## src/rtl/bar_pkg.sv

```systemverilog
package bar_pkg;
  localparam int unsigned WORD_W = 32;
  typedef logic [WORD_W-1:0] word_t;

  // ones at and above size_log2, zeros below
  function automatic word_t size_mask(input int unsigned size_log2);
    word_t m;
    for (int i = 0; i < WORD_W; i++) m[i] = (i >= size_log2);
    return m;
  endfunction
endpackage

```

## src/rtl/bar_store.sv

```systemverilog
module bar_store
  import bar_pkg::*;
#(
  parameter int unsigned SIZE_LOG2 = 16
) (
  input  logic  clk_i,
  input  logic  rst_ni,
  input  logic  wr_i,
  input  word_t wdata_i,
  output word_t base_o,
  output logic  prog_o
);
  localparam word_t MASK = size_mask(SIZE_LOG2);

  word_t base_q;
  logic  prog_q;

  always_ff @(posedge clk_i or negedge rst_ni) begin
    if (!rst_ni) begin
      base_q <= MASK;
      prog_q <= 1'b0;
    end else if (wr_i) begin
      base_q <= wdata_i & MASK;
      prog_q <= 1'b1;
    end
  end

  assign base_o = base_q;
  assign prog_o = prog_q;

  p_write_r2: assert property (@(posedge clk_i) disable iff (!rst_ni)
    wr_i |=> (base_q == ($past(wdata_i) & MASK)));
  p_hold_r2: assert property (@(posedge clk_i) disable iff (!rst_ni)
    !wr_i |=> $stable(base_q));
  p_low_zero_r3: assert property (@(posedge clk_i) disable iff (!rst_ni)
    (base_q & ~MASK) == '0);
endmodule

```

## src/rtl/bar_decode.sv

```systemverilog
module bar_decode
  import bar_pkg::*;
#(
  parameter int unsigned SIZE_LOG2 = 16
) (
  input  logic  clk_i,
  input  logic  rst_ni,
  input  logic  prog_i,
  input  word_t base_i,
  input  word_t addr_i,
  output logic  hit_o,
  output word_t offset_o
);
  localparam word_t MASK = size_mask(SIZE_LOG2);

  logic upper_eq;
  assign upper_eq = addr_i[WORD_W-1:SIZE_LOG2] == base_i[WORD_W-1:SIZE_LOG2];
  assign hit_o    = prog_i && upper_eq;
  assign offset_o = hit_o ? (addr_i & ~MASK) : '0;

  p_no_hit_unprog_r5: assert property (@(posedge clk_i) disable iff (!rst_ni)
    !prog_i |-> !hit_o);
  p_hit_match_r6: assert property (@(posedge clk_i) disable iff (!rst_ni)
    hit_o |-> ((addr_i & MASK) == base_i));
  p_offset_zero_r7: assert property (@(posedge clk_i) disable iff (!rst_ni)
    !hit_o |-> (offset_o == '0));
endmodule

```

## src/rtl/bar_window.sv

```systemverilog
module bar_window
  import bar_pkg::*;
#(
  parameter int unsigned SIZE_LOG2 = 16
) (
  input  logic        clk_i,
  input  logic        rst_ni,
  input  logic        sel_i,
  input  logic        we_i,
  input  logic [31:0] wdata_i,
  output logic [31:0] rdata_o,
  input  logic [31:0] bus_addr_i,
  output logic        hit_o,
  output logic [31:0] offset_o
);
  localparam word_t MASK = size_mask(SIZE_LOG2);

  if (SIZE_LOG2 < 4 || SIZE_LOG2 > 31) begin : g_bad_size
    $error("bar_window: SIZE_LOG2 must lie in 4..31");
  end

  word_t base;
  logic  prog;

  bar_store #(.SIZE_LOG2(SIZE_LOG2)) u_store (
    .clk_i   (clk_i),
    .rst_ni  (rst_ni),
    .wr_i    (sel_i & we_i),
    .wdata_i (wdata_i),
    .base_o  (base),
    .prog_o  (prog)
  );

  bar_decode #(.SIZE_LOG2(SIZE_LOG2)) u_decode (
    .clk_i    (clk_i),
    .rst_ni   (rst_ni),
    .prog_i   (prog),
    .base_i   (base),
    .addr_i   (bus_addr_i),
    .hit_o    (hit_o),
    .offset_o (offset_o)
  );

  assign rdata_o = base;

  // until programmed, the register must still show the size mask
  p_mask_unprog_r1: assert property (@(posedge clk_i) disable iff (!rst_ni)
    !prog |-> (rdata_o == MASK));
  p_prog_sticky_r4: assert property (@(posedge clk_i) disable iff (!rst_ni)
    prog |=> prog);
endmodule

```

## config.mk

```make
export PLATFORM = sky130hd
export DESIGN_NAME = bar_window
export DESIGN_NICKNAME = d
export VERILOG_FILES = /design/src/rtl/bar_pkg.sv /design/src/rtl/bar_store.sv /design/src/rtl/bar_decode.sv /design/src/rtl/bar_window.sv
export SDC_FILE = /design/constraint.sdc
export NUM_CORES = 1
export LEC_CHECK = 0
export BUFFER_PORTS_ARGS = -buffer_cell sky130_fd_sc_hd__buf_4
export CORE_MARGIN = 2
export CORE_UTILIZATION = 38
export DETAILED_ROUTE_END_ITERATION = 10
export PLACE_DENSITY = 0.91
export SKIP_LAST_GASP = 1
export SLEW_MARGIN = 20
export SYNTH_ARGS = -nofsm -noshare
export SYNTH_HDL_FRONTEND = slang
export SYNTH_SLANG_ARGS = --single-unit
```

## constraint.sdc

```tcl
create_clock -name clk_i -period 4.1 [get_ports clk_i]
set_input_delay 0.82 -clock clk_i [delete_from_list [all_inputs] [get_ports clk_i]]
set_output_delay 0.82 -clock clk_i [all_outputs]
set_load 0.01 [all_outputs]
```

Word-level counts from Yosys, hierarchy flattened
Index checks and enable logic that the tools add are counted.
{ "classes": {"bitwise": 1, "mux": 1, "eq_ne": 1, "n_reduce_logical": 1} }
{ "ops": {"columns": ["cell", "n"], "rows": [
  ["$eq A16 B16 Y1", 1],
  ["$mux W16", 1],
  ["$and A1 B1 Y1", 1],
  ["$logic_and A1 B1 Y1", 1]
]} }
{ "word_totals": {"out_inout_bits": 65, "reg_bits": 17, "inputBits": 68, "elab_cells": 6} }

Logic depth before layout (Yosys ltp)
Gate-level depths: netlist of run 1.
{ "depth": {"depth_word": 3, "ltp_mapped": 5, "ltp_nobuf": 4} }

Hierarchy
Synthesis of run 1 repeated with hierarchy kept, for this count alone.
{ "unflattened": {"hier_cells": 115, "area_unflattened_um2": 1321.3} }
{ "modules_own_cells": {"columns": ["module", "instances", "seq_area_each_um2", "area_each_um2", "cells_per_inst"], "rows": [
  ["bar_store", 1, 445.4, 820.8, 53],
  ["bar_decode", 1, 0.0, 494.2, 61],
  ["bar_window", 1, 0.0, 6.3, 1]
]} }

Worst setup path before layout of run 1
OpenSTA, ideal clock, no wires.
{ "synth_path": {"path_type": "input to output", "start": "in bus_addr_i[27]", "end": "out offset_o[10]", "path_stages": 5, "slack_ns": 1.375, "required_ns": 3.280, "n_path_buf": 1, "arrival_ns": 1.905, "cell_sequence": "xor2_1 > a2111oi_2 > o2111a_2 > buf_6 > and4_1"} }
{ "synth_via": {"elab_chain_len": 3} }
{ "synth_lines": {"columns": ["element", "line", "source"], "rows": [
  ["from (decl)", "bar_window.sv:12", "input logic [31:0] bus_addr_i,"],
  ["$eq A16 B16 Y1", "bar_decode.sv:17", "assign upper_eq = addr_i[WORD_W-1:SIZE_LOG2] == base_i[WORD_W-1:SIZE_LOG2];"],
  ["$logic_and A1 B1 Y1", "bar_decode.sv:18", "assign hit_o = prog_i && upper_eq;"],
  ["$mux W16", "bar_decode.sv:19", "assign offset_o = hit_o ? (addr_i & ~MASK) : '0;"],
  ["to (decl)", "bar_window.sv:14", "output logic [31:0] offset_o"]
]} }
Every way passes these cells.

Worst setup path in the final report of run 1
{ "layout_path": {"start": "in bus_addr_i[27]", "end": "out offset_o[3]"} }
Same word-level chain as after synthesis.

==> metrics.log, run 1 <==
[metrics] # clock sinks: 17
[metrics] transition time at the pin with the least slew margin: 0.701 ns
[metrics] capture instance of the worst register-to-register path: u_store.base_o[20]
[metrics] Die W: 61.4 µm
[metrics] via count normalized by instance count: 4.41
[metrics] worst min-delay path category: in2async
[metrics] placeable core region: 3100 µm²
[metrics] number of global-route vias before repair: 987
[metrics] number of endpoints with negative hold slack in the final report: 0
[metrics] arrival time reported for the critical path endpoint: 2.24 ns
[metrics] average wire per cell in the routed design: 12.2 µm
[metrics] crit share post-route: 74.6%
[metrics] leak pwr: 0.000926 µW
[metrics] post-CTS setup buffers: 0
[metrics] Worst setup EP type: primary output
[metrics] kind of critical path: in2out
[metrics] CTS clk-pin slew, worst paths: 0.10 ns
[metrics] insertion delay of the later-clocked pin in the worst-skew pair: 0.30 ns
[metrics] total detailed-routing wirelength: 2.94 mm
[metrics] number of antenna repair diodes: 0
[metrics] Core Util, Final: 59.1%
[metrics] pin count of the biggest net entering global routing: 18
[metrics] overall power after layout: 494 µW
[metrics] crit path launch: bus_addr_i[27]
[metrics] sequential cell area in the final layout: 445 µm²
[metrics] clock root buffer: clkbuf_4
[metrics] number of top-level pins: 133
[metrics] fraction of the yosys area taken by sequential cells: 35.5%
[metrics] die height: 61.4 µm
[metrics] floorplan row count: 20
[metrics] area of combinational cells with multiple inputs: 651 µm²
[metrics] count of state elements after synthesis: 17
[metrics] average size of a mapped cell: 11.1 µm²
[metrics] wire length of the first global-routing pass: 4.29 mm
[metrics] number of distinct standard cells referenced by the synthesized netlist: 23
[metrics] clock period minus final worst setup slack: 3.06 ns
[metrics] gpl congestion: 0.667
[metrics] Mapped Area: 1250 µm²
[metrics] overflow left after global routing: 0
[metrics] TritonCTS clock tree: built
[metrics] maximum clock frequency: 327 MHz
[metrics] setup tns final: 0 ns
[metrics] pre-CTS setup slack: 1.02 ns
[metrics] max-cap check violation count: 0
[metrics] Hold Worst Slack: 0.364 ns
[metrics] reg-to-reg setup timing slack: 3.32 ns
[metrics] ratio of cells with drive above 1 in the final layout: 66.7%
[metrics] number of buffers on the longest clock path: 2
[metrics] critical path required time: 3.28 ns
[metrics] starting density of the core: 40.4%
[metrics] Rel. slew slack: 53.2%
[metrics] Filler cells: 258
[metrics] setup repair after global routing missed its margin: no
[metrics] R2R Path Start: u_store.base_o[20]
[metrics] residual antenna-violating net count after detailed routing: 0
[metrics] Die Area: 3770 µm²
[metrics] relative area change from synthesis to final layout: 46.3%
[metrics] DRC viols: 0
[metrics] All-Layer GR Usage: 15.5%
[metrics] count of input and output buffers: 84
[metrics] final clock skew: 0 ns
[metrics] starting DRC count in detailed routing: 16
[metrics] startpoint type of the worst setup path: input pin
[metrics] Clock H-tree levels: 1
[metrics] CTS buffer count: 3
[metrics] Max Slew Vio Count: 0
[metrics] HPWL after detailed placement: 2.38 mm
[metrics] IR Drop Worst-Case VDD: 0.221 mV
[metrics] synthesized netlist cell count: 113
[metrics] post-cts sizing count: 0
[metrics] hold_buf cts: 0
[metrics] FF-to-FF path depth: 1
[metrics] number of nets in the final layout: 267
[metrics] total number of yosys warnings: 0
[metrics] initial antenna violation count: 0
[metrics] Cell Pwr Density: 269 nW/µm²
[metrics] final worst-path setup slack: 1.04 ns
[metrics] critical-path maximum fanout: 17
[metrics] outcome: finished, final reports clean
[metrics] detailed-router iteration count before antenna repair: 4
[metrics] via total after detailed routing: 1067
[metrics] Final setup viols: 0
-- state kept, by name, indices dropped and copies added (netlist names) --
name            count
u_store.prog_o      1
u_store.base_o     16
-- layout by cell type (no fill, tap or decap) --
master and n:
nand4_1 1, o2111a_2 1, xnor2_1 4, and3_2 1
clkbuf_4 3, a2111oi_2 1, xor2_1 9, a211oi_2 1
inv_1 3, conb_1 32, clkbuf_1 1, and4_1 9
dfstp_2 16, nor3_1 1, nor2b_1 1, dfrtp_1 1
and4_2 7, nor4_1 1, mux2_2 16, nand2_1 1
o22ai_1 1, nand2b_1 1, buf_4 86
-- how the worst max path moves through the flow --
stage / slack [ns] / cells past startpoint / end
6_report: 1.04 / 6 / offset_o[3]
5_1_grt: 0.93 / 6 / offset_o[2]
4_1_cts: 1.01 / 6 / offset_o[3]
3_5_place_dp: 1.02 / 6 / offset_o[3]
3_3_place_gp: 1.03 / 6 / offset_o[3]
2_1_floorplan: 1.38 / 5 / offset_o[10]
-- critical path, stage by stage --
cell	delay [ns]
buf_4	0.11
xor2_1	0.14
a2111oi_2	0.36
o2111a_2	0.43
and4_2	0.26
buf_4	0.12
-- power breakdown --
| group | internal [µW] | switching (µW) | total (µW) | leakage [µW] |
|---|---|---|---|---|
| Clock | 37.9 | 52.4 | 90.3 | 0.0000150 |
| Sequential | 209 | 23.5 | 233 | 0.000177 |
| Combinational | 96.8 | 74.0 | 171 | 0.000734 |
| Total | 344 | 150 | 494 | 0.000926 |
-- per-layer routing --
metal | up-vias | track usage, % | part of all wire [%]
li1 | 503 | - | -
met1 | 487 | 18.6 | 38
met2 | 73 | 26.7 | 50
met3 | 4 | 3.57 | 11
met4 | 0 | 6.38 | 1.4
met5 | - | 0 | 0
-- cells by family (layout without fill, tap and decap cells) --
| kind of cell | after synthesis | in the layout | share of synthesized area (%) |
|---|---|---|---|
| AOI/OAI and AO/OA | 4 | 4 | 3.69 |
| xor gates and xnor gates | 13 | 13 | 9.08 |
| buffers and inverters | 39 | 93 | 21.9 |
| DFF | 17 | 17 | 35.5 |
| muxes | 16 | 16 | 14.4 |
| other | 1 | 32 | 0.299 |
| and+or+nand+nor | 23 | 23 | 15.2 |
-- synthesized netlist by cell type (all sizes together) --
master	number	area share (%)
buf	33	20
and4	16	12
dfstp	16	34
mux2	16	14
xor2	9	6.3
xnor2	4	2.8
clkbuf	3	0.90
inv	3	0.90
a2111oi	1	1.2
a211oi	1	1.0
and3	1	0.60
conb	1	0.30
dfrtp	1	2.0
nand2	1	0.30
nand2b	1	0.50
nand4	1	0.50
nor2b	1	0.50
nor3	1	0.40
nor4	1	0.50
o2111a	1	1.0
o22ai	1	0.50
-- per-stage QoR --
step,instances,instance area [µm²]
after floorplan,144,1370
after global placement,238,1810
after detailed placement,238,1810
after CTS,242,1830
after global routing,242,1830
final,242,1830
-- final cells by class --
cell class | instances | share of cell area [%]
Inverter | 3 | 0.614
Clock buffer | 4 | 1.43
Sequential cell | 17 | 24.3
Multi-Input combinational cell | 88 | 35.5
Timing Repair Buffer | 86 | 35.2
Tap cell | 44 | 3.00
No activity file was read; power rests on OpenSTA's default activity.
==> run 2: changes to the inputs <==
Settings changed: CORE_UTILIZATION 38 to 35, PLACE_DENSITY 0.91 to 0.85.
Clock period 4.1 ns to 2.9 ns, I/O delays scaled along.
==> run 2 against run 1 <==
Against the previous run:
- die area increased by 8.0%
- final area increased by 0.89%
- setup slack got worse by 0.82 ns
- hold slack got worse by 0.24 ns
- routed wire length increased by 4.6%
- via count increased by 0.37%
- clock power increased by 40%
- first-iteration DRC count decreased by 31%
- cell count increased by 1.2%
- critical endpoint is now offset_o[0]
==> metrics.log, run 2 (synthesis gave the netlist of run 1 again) <==
[metrics] outcome: finished, final reports clean
[metrics] initial antenna violation count: 0 (unchanged)
[metrics] max-cap check violation count: 0 (unchanged)
[metrics] DRC viols: 0 (unchanged)
[metrics] Clock H-tree levels: 1 (unchanged)
[metrics] starting density of the core: 37.0% (-3.4 points)
[metrics] Combinational Power Share: 35.1% (+0.5 points)
[metrics] clock share of power: 18.0% (-0.3 points)
[metrics] kind of critical path: reg2out
[metrics] IR Drop Worst-Case VDD: 0.332 mV (+50%)
[metrics] post-cts sizing count: 0 (unchanged)
[metrics] All-Layer GR Usage: 15.3% (-0.23 points)
[metrics] Final Cell Area: 1850 µm² (+0.89%)
[metrics] gpl congestion: 0.735 (+10%)
[metrics] Core Util, Final: 54.6% (-4.5 points)
[metrics] pin count of the biggest net entering global routing: 18 (unchanged)
[metrics] ratio of cells with drive above 1 in the final layout: 67.8% (+1.2 points)
[metrics] number of top-level pins: 133 (unchanged)
[metrics] detailed-router iteration count before antenna repair: 4 (unchanged)
[metrics] number of antenna repair diodes: 0 (unchanged)
[metrics] starting DRC count in detailed routing: 11 (-5)
[metrics] residual antenna-violating net count after detailed routing: 0 (unchanged)
[metrics] startpoint type of the worst setup path: flip-flop
[metrics] clock period minus final worst setup slack: 2.68 ns
[metrics] count of input and output buffers: 84 (unchanged)
[metrics] via total after detailed routing: 1071 (+0.37%)
[metrics] CTS buffer count: 3 (unchanged)
[metrics] Worst setup EP type: primary output
[metrics] overflow left after global routing: 0 (unchanged)
[metrics] number of nets in the final layout: 268 (+0.37%)
[metrics] Die W: 63.9 µm (+3.9%)
[metrics] insertion delay of the later-clocked pin in the worst-skew pair: 0.29 ns (about the same)
[metrics] number of global-route vias before repair: 1109 (+12%)
[metrics] Rel. slew slack: 53.1% (-0.098 points)
[metrics] flip-flop count of the largest register after layout: 16 (unchanged)
[metrics] Switching Power: 214 µW (+43%)
[metrics] die height: 63.9 µm (+3.9%)
[metrics] final clock skew: 0 ns (unchanged)
[metrics] # clock sinks: 17 (unchanged)
[metrics] cell area reported after detailed placement: 1820 µm² (+0.83%)
[metrics] clock root buffer: clkbuf_4
[metrics] setup tns final: 0 ns (unchanged)
[metrics] leak pwr: 0.000935 µW (+0.99%)
[metrics] post-CTS setup buffers: 0 (unchanged)
[metrics] placeable core region: 3390 µm² (+9.2%)
[metrics] transition time at the pin with the least slew margin: 0.702 ns (+0.00146 ns)
[metrics] crit share post-route: 92.6%
[metrics] internal power of the cells: 486 µW (+41%)
[metrics] CTS clk-pin slew, worst paths: 0.10 ns (about the same)
[metrics] critical path required time: 2.32 ns (-0.96 ns)
[metrics] hold_buf cts: 0 (unchanged)
[metrics] floorplan row count: 21 (+5.0%)
[metrics] relative area change from synthesis to final layout: 47.6%
[metrics] Final setup viols: 0 (unchanged)
[metrics] TritonCTS clock tree: built
[metrics] Filler cells: 299 (+16%)
[metrics] arrival time reported for the critical path endpoint: 2.10 ns (-0.14 ns)
[metrics] total detailed-routing wirelength: 3.08 mm (+4.6%)
[metrics] critical-path maximum fanout: 17 (unchanged)
[metrics] maximum clock frequency: 372 MHz
[metrics] average wire per cell in the routed design: 12.6 µm (+3.3%)
[metrics] wire length of the first global-routing pass: 4.93 mm (+15%)
[metrics] number of buffers on the longest clock path: 2 (unchanged)
[metrics] via count normalized by instance count: 4.37 (-0.85%)
[metrics] HPWL after detailed placement: 2.53 mm (+6.3%)
[metrics] register share of total power: 46.9% (-0.2 points)
[metrics] setup repair after global routing missed its margin: no
[metrics] Hold Worst Slack: 0.128 ns (-0.235 ns)
[metrics] number of endpoints with negative hold slack in the final report: 0 (unchanged)
[metrics] Die Area: 4080 µm² (+8.0%)
[metrics] Switching Share: 30.6% (+0.26 points)
[metrics] most frequent standard cell in the layout excluding fill and tap cells: buf_4
[metrics] worst min-delay path category: in2async
[metrics] Max Slew Vio Count: 0 (unchanged)
[metrics] Cell Pwr Density: 378 nW/µm² (+40%)
[metrics] final worst-path setup slack: 0.215 ns (-0.825 ns)
[metrics] most frequent cells in the layout: buf_4 (87), conb_1 (32), mux2_2 (16), dfstp_2 (16)
[metrics] pre-CTS setup slack: 0.292 ns (-0.729 ns)
[run 2: changes by cell type in the layout (fill, tap and decap cells not counted)]
cell,delta
buf_4,+1
clkbuf_1,-1
clkinv_2,+1
nor3_1,-1
nor3_2,+1
[run 2: metrics by stage]
| step | total power (µW) | instances |
|---|---|---|
| finish | 700 | 245 |
| CTS | 708 | 245 |
| global route | 741 | 245 |
| detailed placement | 580 | 241 |
| floorplan | 476 | 144 |
| global placement | 572 | 241 |
[run 2: cell type report]
cell class                      count  area (µm²)  area share, %
Clock buffer                        3        22.5           1.22
Clock inverter                      1        5.00          0.270
Sequential cell                    17         445           24.1
Timing Repair Buffer               87         653           35.3
Inverter                            3        11.3          0.609
Multi-Input combinational cell     88         656           35.4
Tap cell                           46        57.6           3.11
[run 2: power by group through the flow]
| stage | clock (µW) | combinational (µW) | sequential, µW |
|---|---|---|---|
| 2_1_floorplan | 0 | 131 | 344 |
| 3_3_place_gp | 0 | 243 | 329 |
| 3_5_place_dp | 0 | 248 | 333 |
| 4_1_cts | 131 | 248 | 329 |
| 5_1_grt | 137 | 268 | 336 |
| 6_report | 126 | 246 | 328 |
[run 2: final timing paths]
check / from / end / slack (ns) / cells past startpoint
setup / recovery: u_store.base_o[27] / offset_o[0] / 0.22 / 5
hold / removal: rst_ni / u_store.prog_o / 0.13 / 1
setup reg to reg: u_store.base_o[23] / u_store.base_o[23] / 2.13 / 1
hold reg to reg: u_store.prog_o / u_store.prog_o / 0.48 / 1
max in group asynchronous: rst_ni / u_store.base_o[26] / 2.53 / 1
min in group clk_i: u_store.prog_o / u_store.prog_o / 0.48 / 1
[run 2: critical path, cell delays in order, from the launching register on]
cell	delay (ns)
dfstp_2	0.56
xor2_1	0.08
a2111oi_2	0.35
o2111a_2	0.43
and4_2	0.27
buf_4	0.12
[run 2: layer usage]
| metal | GRT usage (%) | wire, µm | share of wire (%) |
|---|---|---|---|
| met1 | 17.2 | 1080 | 35 |
| met2 | 26.3 | 1600 | 52 |
| met3 | 4.40 | 354 | 12 |
| met4 | 7.34 | 38 | 1.2 |
| met5 | 0 | 0 | 0 |
